`config.mk`:
```
export PLATFORM = sky130hd
export DESIGN_NAME = cfg_regbank
export DESIGN_NICKNAME = d
export VERILOG_FILES = /design/src/rtl/cfg_regbank_pkg.sv /design/src/rtl/cfg_port_decode.sv /design/src/rtl/cfg_reg_store.sv /design/src/rtl/cfg_read_mux.sv /design/src/rtl/cfg_regbank.sv
export SDC_FILE = /design/constraint.sdc
export NUM_CORES = 1
export LEC_CHECK = 0
export BUFFER_PORTS_ARGS = -buffer_cell sky130_fd_sc_hd__buf_4
export CAP_MARGIN = 20
export CORE_MARGIN = 3
export CORE_UTILIZATION = 45
export CTS_CLUSTER_DIAMETER = 80
export DETAILED_ROUTE_END_ITERATION = 10
export PLACE_DENSITY = 0.77
export SYNTH_ARGS = -nofsm -noshare
export SYNTH_HDL_FRONTEND = slang
export SYNTH_SLANG_ARGS = --single-unit
export TNS_END_PERCENT = 50
```
`constraint.sdc`:
```
create_clock -name clk -period 2.2 [get_ports clk]
set_clock_uncertainty 0.2 [all_clocks]
set_input_delay 0.44 -clock clk [delete_from_list [all_inputs] [get_ports clk]]
set_output_delay 0.44 -clock clk [all_outputs]
set_load 0.05 [all_outputs]
```
`src/rtl/cfg_regbank_pkg.sv`:
```
package cfg_regbank_pkg;

  localparam int DW       = 8;
  localparam int NUM_BASE = 4;
  localparam int BASE_W   = 10;

  typedef enum logic [1:0] {
    PAR_UNI = 2'b00,
    PAR_ECP = 2'b01,
    PAR_EPP = 2'b10,
    PAR_OFF = 2'b11
  } par_mode_e;

  localparam logic [DW-1:0] IDX_ID   = 8'hE0;
  localparam logic [DW-1:0] IDX_REV  = 8'hE1;
  localparam logic [DW-1:0] IDX_FN   = 8'hE2;
  localparam logic [DW-1:0] FN_WMASK = 8'h1F;

  // slot order: 0 floppy, 1 parallel, 2 serial 1, 3 serial 2
  function automatic logic [DW-1:0] base_idx(input int slot);
    case (slot)
      0:       return 8'hE3;
      1:       return 8'hE6;
      2:       return 8'hE7;
      default: return 8'hE8;
    endcase
  endfunction

  function automatic logic [DW-1:0] base_mask(input int slot);
    case (slot)
      0:       return 8'hFC;
      1:       return 8'hFF;
      default: return 8'hFE;
    endcase
  endfunction

endpackage

```
`src/rtl/cfg_port_decode.sv`:
```
module cfg_port_decode #(
  parameter int                ADDR_W     = 16,
  parameter logic [ADDR_W-1:0] INDEX_PORT = 16'h03F0
) (
  input  logic                            clk,
  input  logic                            rst,
  input  logic                            cfg_mode_en,
  input  logic [ADDR_W-1:0]               io_addr,
  input  logic                            io_wr,
  input  logic [cfg_regbank_pkg::DW-1:0]  io_wdata,
  output logic                            hit_idx,
  output logic                            hit_data,
  output logic                            data_wr,
  output logic [cfg_regbank_pkg::DW-1:0]  idx_q
);
  import cfg_regbank_pkg::*;

  localparam logic [ADDR_W-1:0] DATA_PORT = ADDR_W'(INDEX_PORT + 1);

  assign hit_idx  = (io_addr == INDEX_PORT);
  assign hit_data = (io_addr == DATA_PORT);

  // Only configuration mode lets a write reach either port.
  logic idx_wr;
  assign idx_wr  = cfg_mode_en && io_wr && hit_idx;
  assign data_wr = cfg_mode_en && io_wr && hit_data;

  always_ff @(posedge clk) begin
    if (rst)         idx_q <= '0;
    else if (idx_wr) idx_q <= io_wdata;
  end

endmodule

```
`src/rtl/cfg_reg_store.sv`:
```
module cfg_reg_store #(
  parameter logic [7:0] FN_RESET = 8'h03
) (
  input  logic                                                  clk,
  input  logic                                                  rst,
  input  logic                                                  data_wr,
  input  logic [cfg_regbank_pkg::DW-1:0]                        idx,
  input  logic [cfg_regbank_pkg::DW-1:0]                        wdata,
  output logic [cfg_regbank_pkg::DW-1:0]                        fn_q,
  output logic [cfg_regbank_pkg::NUM_BASE-1:0][cfg_regbank_pkg::DW-1:0] base_q
);
  import cfg_regbank_pkg::*;

  always_ff @(posedge clk) begin
    if (rst)
      fn_q <= FN_RESET & FN_WMASK;
    else if (data_wr && idx == IDX_FN)
      fn_q <= wdata & FN_WMASK;
  end

  for (genvar g = 0; g < NUM_BASE; g++) begin : g_base
    localparam logic [DW-1:0] MY_IDX  = base_idx(g);
    localparam logic [DW-1:0] MY_MASK = base_mask(g);
    always_ff @(posedge clk) begin
      if (rst)
        base_q[g] <= '0;
      else if (data_wr && idx == MY_IDX)
        base_q[g] <= wdata & MY_MASK;
    end
  end

endmodule

```
`src/rtl/cfg_read_mux.sv`:
```
module cfg_read_mux #(
  parameter logic [7:0] DEV_ID  = 8'h3C,
  parameter logic [7:0] DEV_REV = 8'h00
) (
  input  logic                                                  clk,
  input  logic                                                  rst,
  input  logic                                                  io_rd,
  input  logic                                                  cfg_mode_en,
  input  logic                                                  hit_idx,
  input  logic                                                  hit_data,
  input  logic [cfg_regbank_pkg::DW-1:0]                        idx,
  input  logic [cfg_regbank_pkg::DW-1:0]                        fn_q,
  input  logic [cfg_regbank_pkg::NUM_BASE-1:0][cfg_regbank_pkg::DW-1:0] base_q,
  input  logic [cfg_regbank_pkg::DW-1:0]                        ext_status,
  output logic [cfg_regbank_pkg::DW-1:0]                        io_rdata
);
  import cfg_regbank_pkg::*;

  logic [DW-1:0] reg_sel;
  logic [DW-1:0] rd_next;

  // Register selected by the index; unlisted indexes give zero.
  always_comb begin
    reg_sel = '0;
    case (idx)
      IDX_ID:  reg_sel = DEV_ID;
      IDX_REV: reg_sel = DEV_REV;
      IDX_FN:  reg_sel = fn_q;
      default: begin
        for (int i = 0; i < NUM_BASE; i++)
          if (idx == base_idx(i)) reg_sel = base_q[i];
      end
    endcase
  end

  always_comb begin
    rd_next = '0;
    if (hit_data)
      rd_next = cfg_mode_en ? reg_sel : ext_status;
    else if (hit_idx && cfg_mode_en)
      rd_next = idx;
  end

  always_ff @(posedge clk) begin
    if (rst)        io_rdata <= '0;
    else if (io_rd) io_rdata <= rd_next;
  end

endmodule

```
`src/rtl/cfg_regbank.sv`:
```
module cfg_regbank #(
  parameter int                ADDR_W     = 16,
  parameter logic [ADDR_W-1:0] INDEX_PORT = 16'h03F0,
  parameter logic [7:0]        DEV_ID     = 8'h3C,
  parameter logic [7:0]        DEV_REV    = 8'h00,
  parameter logic [7:0]        FN_RESET   = 8'h03
) (
  input  logic              clk,
  input  logic              rst,
  input  logic              cfg_mode_en,
  input  logic [ADDR_W-1:0] io_addr,
  input  logic              io_wr,
  input  logic              io_rd,
  input  logic [7:0]        io_wdata,
  output logic [7:0]        io_rdata,
  input  logic [7:0]        ext_status,
  output logic              fdc_en,
  output logic              sp1_en,
  output logic              sp2_en,
  output logic [1:0]        par_mode,
  output logic [9:0]        fdc_base,
  output logic [9:0]        par_base,
  output logic [9:0]        sp1_base,
  output logic [9:0]        sp2_base
);
  import cfg_regbank_pkg::*;

  localparam int PAD_W = BASE_W - DW;

  logic                            hit_idx;
  logic                            hit_data;
  logic                            data_wr;
  logic [DW-1:0]                   idx_q;
  logic [DW-1:0]                   fn_q;
  logic [NUM_BASE-1:0][DW-1:0]     base_q;
  logic [NUM_BASE-1:0][BASE_W-1:0] base_addr;

  cfg_port_decode #(.ADDR_W(ADDR_W), .INDEX_PORT(INDEX_PORT)) u_dec (
    .clk         (clk),
    .rst         (rst),
    .cfg_mode_en (cfg_mode_en),
    .io_addr     (io_addr),
    .io_wr       (io_wr),
    .io_wdata    (io_wdata),
    .hit_idx     (hit_idx),
    .hit_data    (hit_data),
    .data_wr     (data_wr),
    .idx_q       (idx_q)
  );

  cfg_reg_store #(.FN_RESET(FN_RESET)) u_store (
    .clk     (clk),
    .rst     (rst),
    .data_wr (data_wr),
    .idx     (idx_q),
    .wdata   (io_wdata),
    .fn_q    (fn_q),
    .base_q  (base_q)
  );

  cfg_read_mux #(.DEV_ID(DEV_ID), .DEV_REV(DEV_REV)) u_rmux (
    .clk         (clk),
    .rst         (rst),
    .io_rd       (io_rd),
    .cfg_mode_en (cfg_mode_en),
    .hit_idx     (hit_idx),
    .hit_data    (hit_data),
    .idx         (idx_q),
    .fn_q        (fn_q),
    .base_q      (base_q),
    .ext_status  (ext_status),
    .io_rdata    (io_rdata)
  );

  // Every base register holds address bits from bit 2 upward.
  for (genvar g = 0; g < NUM_BASE; g++) begin : g_addr
    assign base_addr[g] = {base_q[g], {PAD_W{1'b0}}};
  end

  assign fdc_en   = fn_q[4];
  assign sp2_en   = fn_q[3];
  assign sp1_en   = fn_q[2];
  assign par_mode = fn_q[1:0];
  assign fdc_base = base_addr[0];
  assign par_base = base_addr[1];
  assign sp1_base = base_addr[2];
  assign sp2_base = base_addr[3];

  logic unused_fn;
  assign unused_fn = ^fn_q[7:5];

endmodule

```
# ---- Word-level counts from Yosys, hierarchy flattened
# Index checks and enable logic that the tools add are counted.
dict set report totals {
  register_bits 49
  latchBits 0
  mem_bits_rw 0
  romBits 0
  inputBits 37
  output_inout_bits 53
  elab_cells 42
  mem_count 0
}
dict set report classes {
  n_addsub 0
  n_mul 0
  div_mod_pow 0
  magnitude_cmp 0
  eq_ne 13
  shifts 0
  n_mux 12
  bitwise 0
  reduce_logical 10
}
# cell count
set ops {}
lappend ops {{$mux W8} 11}
lappend ops {{$eq A8 B8 Y1 const B} 7}
lappend ops {{$eq A16 B10 Y1 const B} 2}
lappend ops {{$eq A8 B8 Y1} 4}
lappend ops {{$pmux W8 S3} 1}
lappend ops {{$logic_and A1 B1 Y1} 9}
lappend ops {{$reduce_or A3 Y1} 1}

# ---- Depth between registers and ports, before layout
# Gate-level depths: netlist (run 1).
dict set report depth {
  word_depth 11
  mapped_depth 6
  depth_no_buf 5
}

# ---- By module
# A second synthesis (run 1) with hierarchy kept.
dict set report unflattened {
  hier_cells 325
  hier_area_um2 2922.8
}
# mod instances cells_per_inst area_each_um2 seq_area_each_um2
set by_module_without_submodules {}
lappend by_module_without_submodules {cfg_reg_store 1 135 1467.7 660.6}
lappend by_module_without_submodules {cfg_read_mux 1 134 1004.7 160.2}
lappend by_module_without_submodules {cfg_port_decode 1 47 386.6 160.2}
lappend by_module_without_submodules {cfg_regbank 1 9 63.8 0.0}

# ---- Worst setup path after synthesis (run 1)
# Ideal clock, no wire load.
dict set report synth_timing {
  path_type {input-to-reg}
  from {in io_addr[10]}
  to {reg u_store.fn_q[0] (netlist name)}
  setup_time_ps 120
  arrival_time_ps 1953
  t_required_ps 1880
  slack_ps -73
  stages 5
  n_path_buf 1
  path_cell_list {nor4_4 nand4_4 or4_4 buf_6 a211o_1}
}
dict set report synth_between {
  elab_chain_len 3
}
# element line
set synth_lines {}
lappend synth_lines {{start, declared} cfg_regbank.sv:11} ;# input logic [ADDR_W-1:0] io_addr,
lappend synth_lines {{$eq A16 B10 Y1} cfg_port_decode.sv:21} ;# assign hit_data = (io_addr == DATA_PORT);
lappend synth_lines {{$logic_and A1 B1 Y1} cfg_port_decode.sv:26} ;# assign data_wr = cfg_mode_en && io_wr && hit_data;
lappend synth_lines {{$logic_and A1 B1 Y1} cfg_reg_store.sv:17} ;# else if (data_wr && idx == IDX_FN)
lappend synth_lines {{end signal, assigned} cfg_reg_store.sv:16} ;# fn_q <= FN_RESET & FN_WMASK;
lappend synth_lines {{end signal, assigned} cfg_reg_store.sv:18} ;# fn_q <= wdata & FN_WMASK;
lappend synth_lines {{end, declared} cfg_reg_store.sv:9} ;# output logic [cfg_regbank_pkg::DW-1:0] fn_q,
# No other way between the ends.
# A chain may end at the register's enable or synchronous reset.

# ---- Worst setup path after layout (run 1)
dict set report layout_timing {
  from {reg u_dec.idx_q[4] (netlist name)}
  to {reg u_store.fn_q[0] (netlist name)}
}
dict set report layout_between {
  elab_chain_len 2
}
# element line
set layout_lines {}
lappend layout_lines {{start, declared} cfg_port_decode.sv:14} ;# output logic [cfg_regbank_pkg::DW-1:0] idx_q
lappend layout_lines {{start signal, assigned} cfg_port_decode.sv:30} ;# else if (idx_wr) idx_q <= io_wdata;
lappend layout_lines {{$eq A8 B8 Y1} cfg_reg_store.sv:17}
lappend layout_lines {{$logic_and A1 B1 Y1} cfg_reg_store.sv:17}
# No other way between the ends.

==> results of run 1 <==
synthesized netlist by cell type, drive strengths merged, types with 4 or more instances:
master	count
a21oi	15
a31oi	4
buf	16
clkbuf	16
dfxtp	49
inv	9
mux2i	33
nand2	25
nand3	14
nand4	6
nor2	47
nor2b	6
nor3	4
nor4b	4
o21ai	9
o22ai	4
worst register-to-register path: stages (launching register included):
cell	delay [ns]
dfxtp_2	0.33
nand4b_1	0.19
or4_4	0.45
or4_4	0.60
a211o_1	0.28
routing by layer:
layer | GRT usage | vias up
li1 | - | 1279
met1 | 0.3131 | 1267
met2 | 0.3742 | 145
met3 | 0.04989 | 11
met4 | 0.08333 | 0
met5 | 0 | -
repair_timing:
item,CTS,global route
buffers inserted,0,2
gates resized for setup,0,10
setup endpoints to repair,0,12
power breakdown:
| part | internal, mW | switching [mW] |
|---|---|---|
| sequential | 0.892 | 0.00329 |
| combinational | 0.0737 | 0.144 |
| clock | 0.451 | 0.305 |
| total | 1.42 | 0.453 |
path summary, 6_finish.rpt:
path         cells after the start  slack (ns)                         endpoint
max reg2reg                      4        0.05     u_store.fn_q[0]$_SDFFE_PP1P_
min reg2reg                      2        0.28      u_dec.idx_q[6]$_SDFFE_PP0P_
max                              4        0.05     u_store.fn_q[0]$_SDFFE_PP1P_
min                              3        0.21  u_store.base_q[22]$_SDFFE_PP0P_
kinds of logic (layout without fill, tap and decap cells):
group | Yosys count | count (layout) | synth area share
flops | 49 | 49 | 0.3710
buf+inv | 41 | 122 | 0.07951
simple gates | 127 | 127 | 0.2664
mux | 34 | 34 | 0.1292
other cells | 1 | 12 | 0.001418
compound gates | 60 | 60 | 0.1524
state kept, by name (all words and copies together) (netlist names):
| register | flops |
|---|---|
| u_store.base_q | 28 |
| u_dec.idx_q | 8 |
| u_rmux.io_rdata | 8 |
| u_store.fn_q | 5 |
per-stage QoR:
step / TNS [ns] / total power [mW] / area (sq um)
after floorplan: 0 / 1.058 / 2685
after global placement: 0 / 1.130 / 3372
after detailed placement: -0.007843 / 1.133 / 3372
after CTS: 0 / 1.881 / 3506
after global routing: -0.01194 / 1.936 / 3545
final: 0 / 1.870 / 3545
layout make-up:
type | instances | area share
Timing Repair Buffer | 105 | 0.2234
Inverter | 9 | 0.009531
Tap cell | 72 | 0.02541
Clock buffer | 5 | 0.01941
Multi-Input combinational cell | 233 | 0.4257
Clock inverter | 3 | 0.01836
Sequential cell | 49 | 0.2782
==> results.py, run 1 <==
metrics = {
    "cts": {
        "h-tree-depth": 2,
        "path_clk_slew_ns": 0.09,
        "cts_made_buffers": 5,
        "cts_sinks": 49,
        "clock-root-buffer": "clkbuf_8",
        "cts-hold-fix-buffers": 0,
        "cts_tree": "built",
        "clk_path_buf_depth": 2,
        "clock_latency_ns": 0.31,
    },
    "worst_setup_path": {
        "cpPeakStageDelay_ns": 0.60,
        "slowest_stage": "or4_4",
        "path_class": "flop to flop",
        "critPathCaptureType": "flop",
        "arrival_ns": 2.15,
        "path_common_cell": "or4_4",
        "crit_family": "simple AND/OR/NAND/NOR gates",
        "r2r-start": "u_dec.idx_q[4]$_SDFFE_PP0P_",
        "startpoint_type": "flop",
        "cp.buffers_inverters": 0,
        "cp_max_fo": 7,
        "required_ns": 2.21,
        "path_cells": "nand4b_1, or4_4, or4_4, a211o_1",
        "cp-startpoint": "u_dec.idx_q[4]$_SDFFE_PP0P_",
    },
    "synth": {
        "synthTopCellsByArea": "dfxtp_1, mux2i_1, nor2_1",
        "yosysWarnings": 0,
        "synth_top_area_cell": "dfxtp_1",
        "synth_edf_count": 0,
        "synth_top_area_share": 0.3710,
        "yosysSeqAreaShare": 0.3710,
        "synth-main-ff-cell": "dfxtp_1",
        "synth-seq-cells": 49,
        "ys_types": 52,
        "synthesis.instances": 312,
        "synth_area_sq_um": 2644,
        "avgSynthCellArea_sq_um": 8.474,
        "async_reset_ff_frac": 0,
    },
    "power_and_ir_drop": {
        "power.leakage_nw": 1.447,
        "cellPowerDensity_nw_per_um2": 527.6,
        "peakVddDrop_uv": 414.0,
    },
    "placement": {
        "preCtsSetupSlack_ns": -0.003651,
        "dp.cells": 466,
        "hpwl_microns": 6044,
        "portBuffers": 77,
        "place.gp.congestion": 0.9127,
    },
    "detailed_routing": {
        "final_antenna_net_count": 0,
        "drt-met1-wl_microns": 3485,
        "met2_length_microns": 3690,
        "num_vias": 2702,
        "dr_wl_met3_microns": 679,
        "wl_per_cell_microns": 16.74,
        "drt-total-wl_microns": 7967,
        "viasPerCell": 5.676,
        "drcViolationCount": 0,
        "drtIter0Drc": 223,
        "maxUsedRoutingLayer": "met4",
        "drtPass1Iterations": 5,
    },
    "sta": {
        "fin_crit_sh": 0.9757,
        "setup_viol": 0,
        "finalHoldViolations": 0,
        "fin_ws_ns": 0.05345,
        "max_freq_ghz": 0.4659,
        "hold-worst-slack_ns": 0.2082,
        "fin_crit_ns": 2.147,
        "drv_slew": 0,
    },
    "floorplanning": {
        "ios": 90,
        "die_y_microns": 82.65,
        "start_util": 0.4714,
        "rows": 27,
        "die_x_microns": 82.65,
        "core_sq_um": 5608,
        "dieArea_sq_um": 6831,
    },
    "cells_and_area": {
        "ff_latch_area_sq_um": 985.9,
        "post_layout_nonfiller_instances": 476,
        "layout_commonest_cell": "buf_4",
        "post-route-util": 0.6321,
        "fill_cells": 480,
        "area_growth_pct": 34.07,
        "nNetsFinal": 440,
        "drive_above_1_share": 0.3267,
        "final_cell_mix": "buf_4, nor2_1, dfxtp_1",
        "multi_input_area_sq_um": 1509,
        "n_antenna_cell": 0,
    },
    "global_routing": {
        "grt_overflow": 0,
        "grt_pass1_vias": 2442,
        "track_usage": 0.2348,
        "grt_max_degree": 31,
        "grt_pass1_wl_microns": 12130,
        "antenna_found_initial": 0,
    },
    "outcome": {
        "outcome": "completed",
    },
    "min_path": {
        "hold_path_startpoint": "io_wdata[6]",
        "hp-class": "input port to flop",
    },
    "flow_run": {
        "drv_cap": 0,
    },
}
Note: power is estimated with default switching activity, not from simulation.
==> run 2: changes to the inputs <==
==> constraint.sdc (replaced) <==
create_clock -name clk -period 2.2 [get_ports clk]
set_clock_uncertainty 0.2 [all_clocks]
set_input_delay 0.11 -clock clk [delete_from_list [all_inputs] [get_ports clk]]
set_output_delay 0.11 -clock clk [all_outputs]
set_load 0.05 [all_outputs]
==> results.py, run 2 (synthesis results as in run 1) <==
metrics = {
    "cells_and_area": {
        "n_antenna_cell": 0,
        "drive_above_1_share": 0.2864,
        "area_growth_pct": 33.79,
        "fill_cells": 508,
        "largest_reg_flops": 28,
        "regMostFlops": "u_store.base_q",
        "largestRegisters": "u_store.base_q (28), u_dec.idx_q (8), u_rmux.io_rdata (8)",
        "layout_commonest_cell": "buf_4",
        "final_cell_mix": "buf_4, dfxtp_1, nor2_1",
        "finalInstanceArea_sq_um": 3537,
        "nNetsFinal": 441,
    },
    "global_routing": {
        "met3_usage": 0.04013,
        "grt_busiest_layer": "met2",
        "grt_max_degree": 52,
        "grt_pass1_vias": 2501,
        "track_usage": 0.2347,
        "met1_usage": 0.3120,
        "antenna_found_initial": 0,
        "use_met2": 0.3958,
        "grt_pass1_wl_microns": 12330,
        "grt_overflow": 0,
    },
    "detailed_routing": {
        "num_vias": 2720,
        "final_antenna_net_count": 0,
        "drtIter0Drc": 277,
        "drcViolationCount": 0,
        "drt-total-wl_microns": 8037,
        "viasPerCell": 5.702,
        "wl_per_cell_microns": 16.85,
        "drtPass1Iterations": 5,
    },
    "sta": {
        "setup_tns_ns": 0,
        "max_freq_ghz": 0.4768,
        "setup_viol": 0,
        "fin_crit_ns": 2.098,
        "fin_crit_sh": 0.9534,
        "finalHoldViolations": 0,
        "rsz0062_at_grt": "false",
        "worst_pin_slew_ns": 0.5229,
        "slew_headroom": 0.6514,
        "hold-worst-slack_ns": 0.02256,
        "fin_ws_ns": 0.1025,
        "drv_slew": 0,
    },
    "power_and_ir_drop": {
        "cellPowerDensity_nw_per_um2": 483.4,
        "finalPower_mw": 1.710,
        "peakVddDrop_uv": 326.4,
        "power.leakage_nw": 1.425,
    },
    "placement": {
        "portBuffers": 77,
        "place.gp.congestion": 0.9393,
        "hpwl_microns": 5921,
        "placed_area_sq_um": 3304,
        "preCtsSetupSlack_ns": 0.06010,
    },
    "min_path": {
        "hp-class": "input port to flop",
        "hold_path_depth": 5,
        "hold_path_startpoint": "ext_status[4]",
        "min_to": "u_rmux.io_rdata[4]$_SDFFE_PP0P_",
    },
    "worst_setup_path": {
        "critPathCaptureType": "flop",
        "r2r_cells": 4,
        "arrival_ns": 2.10,
        "path_class": "flop to flop",
        "cp_max_fo": 7,
        "regToRegSetupSlack_ns": 0.10,
        "worstReg2RegEnd": "u_store.fn_q[1]$_SDFFE_PP1P_",
        "r2r-start": "u_dec.idx_q[4]$_SDFFE_PP0P_",
        "cp-startpoint": "u_dec.idx_q[4]$_SDFFE_PP0P_",
        "required_ns": 2.20,
        "startpoint_type": "flop",
    },
    "floorplanning": {
        "start_util": 0.4714,
        "die_x_microns": 82.65,
        "rows": 27,
        "dieArea_sq_um": 6831,
        "ios": 90,
        "die_y_microns": 82.65,
        "core_sq_um": 5608,
    },
    "cts": {
        "clock_latency_ns": 0.30,
        "cts_made_buffers": 5,
        "cts_sinks": 49,
        "post_cts_buffers": 0,
        "path_clk_slew_ns": 0.09,
        "clk_path_buf_depth": 2,
        "clock-root-buffer": "clkbuf_8",
        "cts_tree": "built",
        "h-tree-depth": 2,
    },
    "flow_run": {
        "drv_cap": 0,
    },
    "outcome": {
        "outcome": "completed",
    },
}
==> run 2: final cells by class <==
type                            instances  area (sq um)  area share
Multi-Input combinational cell        233          1505      0.4255
Sequential cell                        49         980.9      0.2773
Timing Repair Buffer                  106         825.8      0.2335
Clock buffer                            7         96.34     0.02724
Tap cell                               72         90.09     0.02547
Inverter                                9         33.78    0.009551
Clock inverter                          1         5.005    0.001415
==> run 2: worst max-delay path by stage <==
stage	end	slack (ns)	cells after the start
floorplan	u_store.fn_q[0]$_SDFFE_PP1P_	0.1	5
global route	u_store.base_q[18]$_SDFFE_PP0P_	0.04	7
global placement	u_store.fn_q[0]$_SDFFE_PP1P_	0.1	4
detailed placement	u_store.fn_q[1]$_SDFFE_PP1P_	0.06	4
CTS	u_store.fn_q[1]$_SDFFE_PP1P_	0.06	4
finish	u_store.fn_q[1]$_SDFFE_PP1P_	0.10	4
==> run 2: where the power goes <==
part	internal (mW)	leakage [nW]	switching (mW)
clock	0.285	0.0542	0.294
sequential	0.892	0.396	0.00319
combinational	0.0862	0.975	0.150
==> run 2: worst max-delay path, stage by stage (launching register included) <==
cell and delay (ns):
dfxtp_1 0.34, nand4b_1 0.20, or4_1 0.44, or4_4 0.51, a211o_1 0.31
==> run 2: repair_timing <==
action,in CTS,in global routing
endpoints found under the setup margin,0,6
hold buffers,12,0
hold endpoints to repair,44,0
resized for setup,0,5
==> run 2: per-layer routing <==
| layer | wire [microns] | share of wire |
|---|---|---|
| met5 | 0 | 0 |
| met1 | 3404 | 0.42 |
| met2 | 3758 | 0.47 |
| met3 | 783 | 0.097 |
| met4 | 90 | 0.011 |
==> run 2: through the flow <==
step,util,cells
floorplan,-,323
global placement,0.5892,457
detailed placement,0.5892,457
CTS,0.6287,477
global route,0.6307,477
finish,0.6307,477
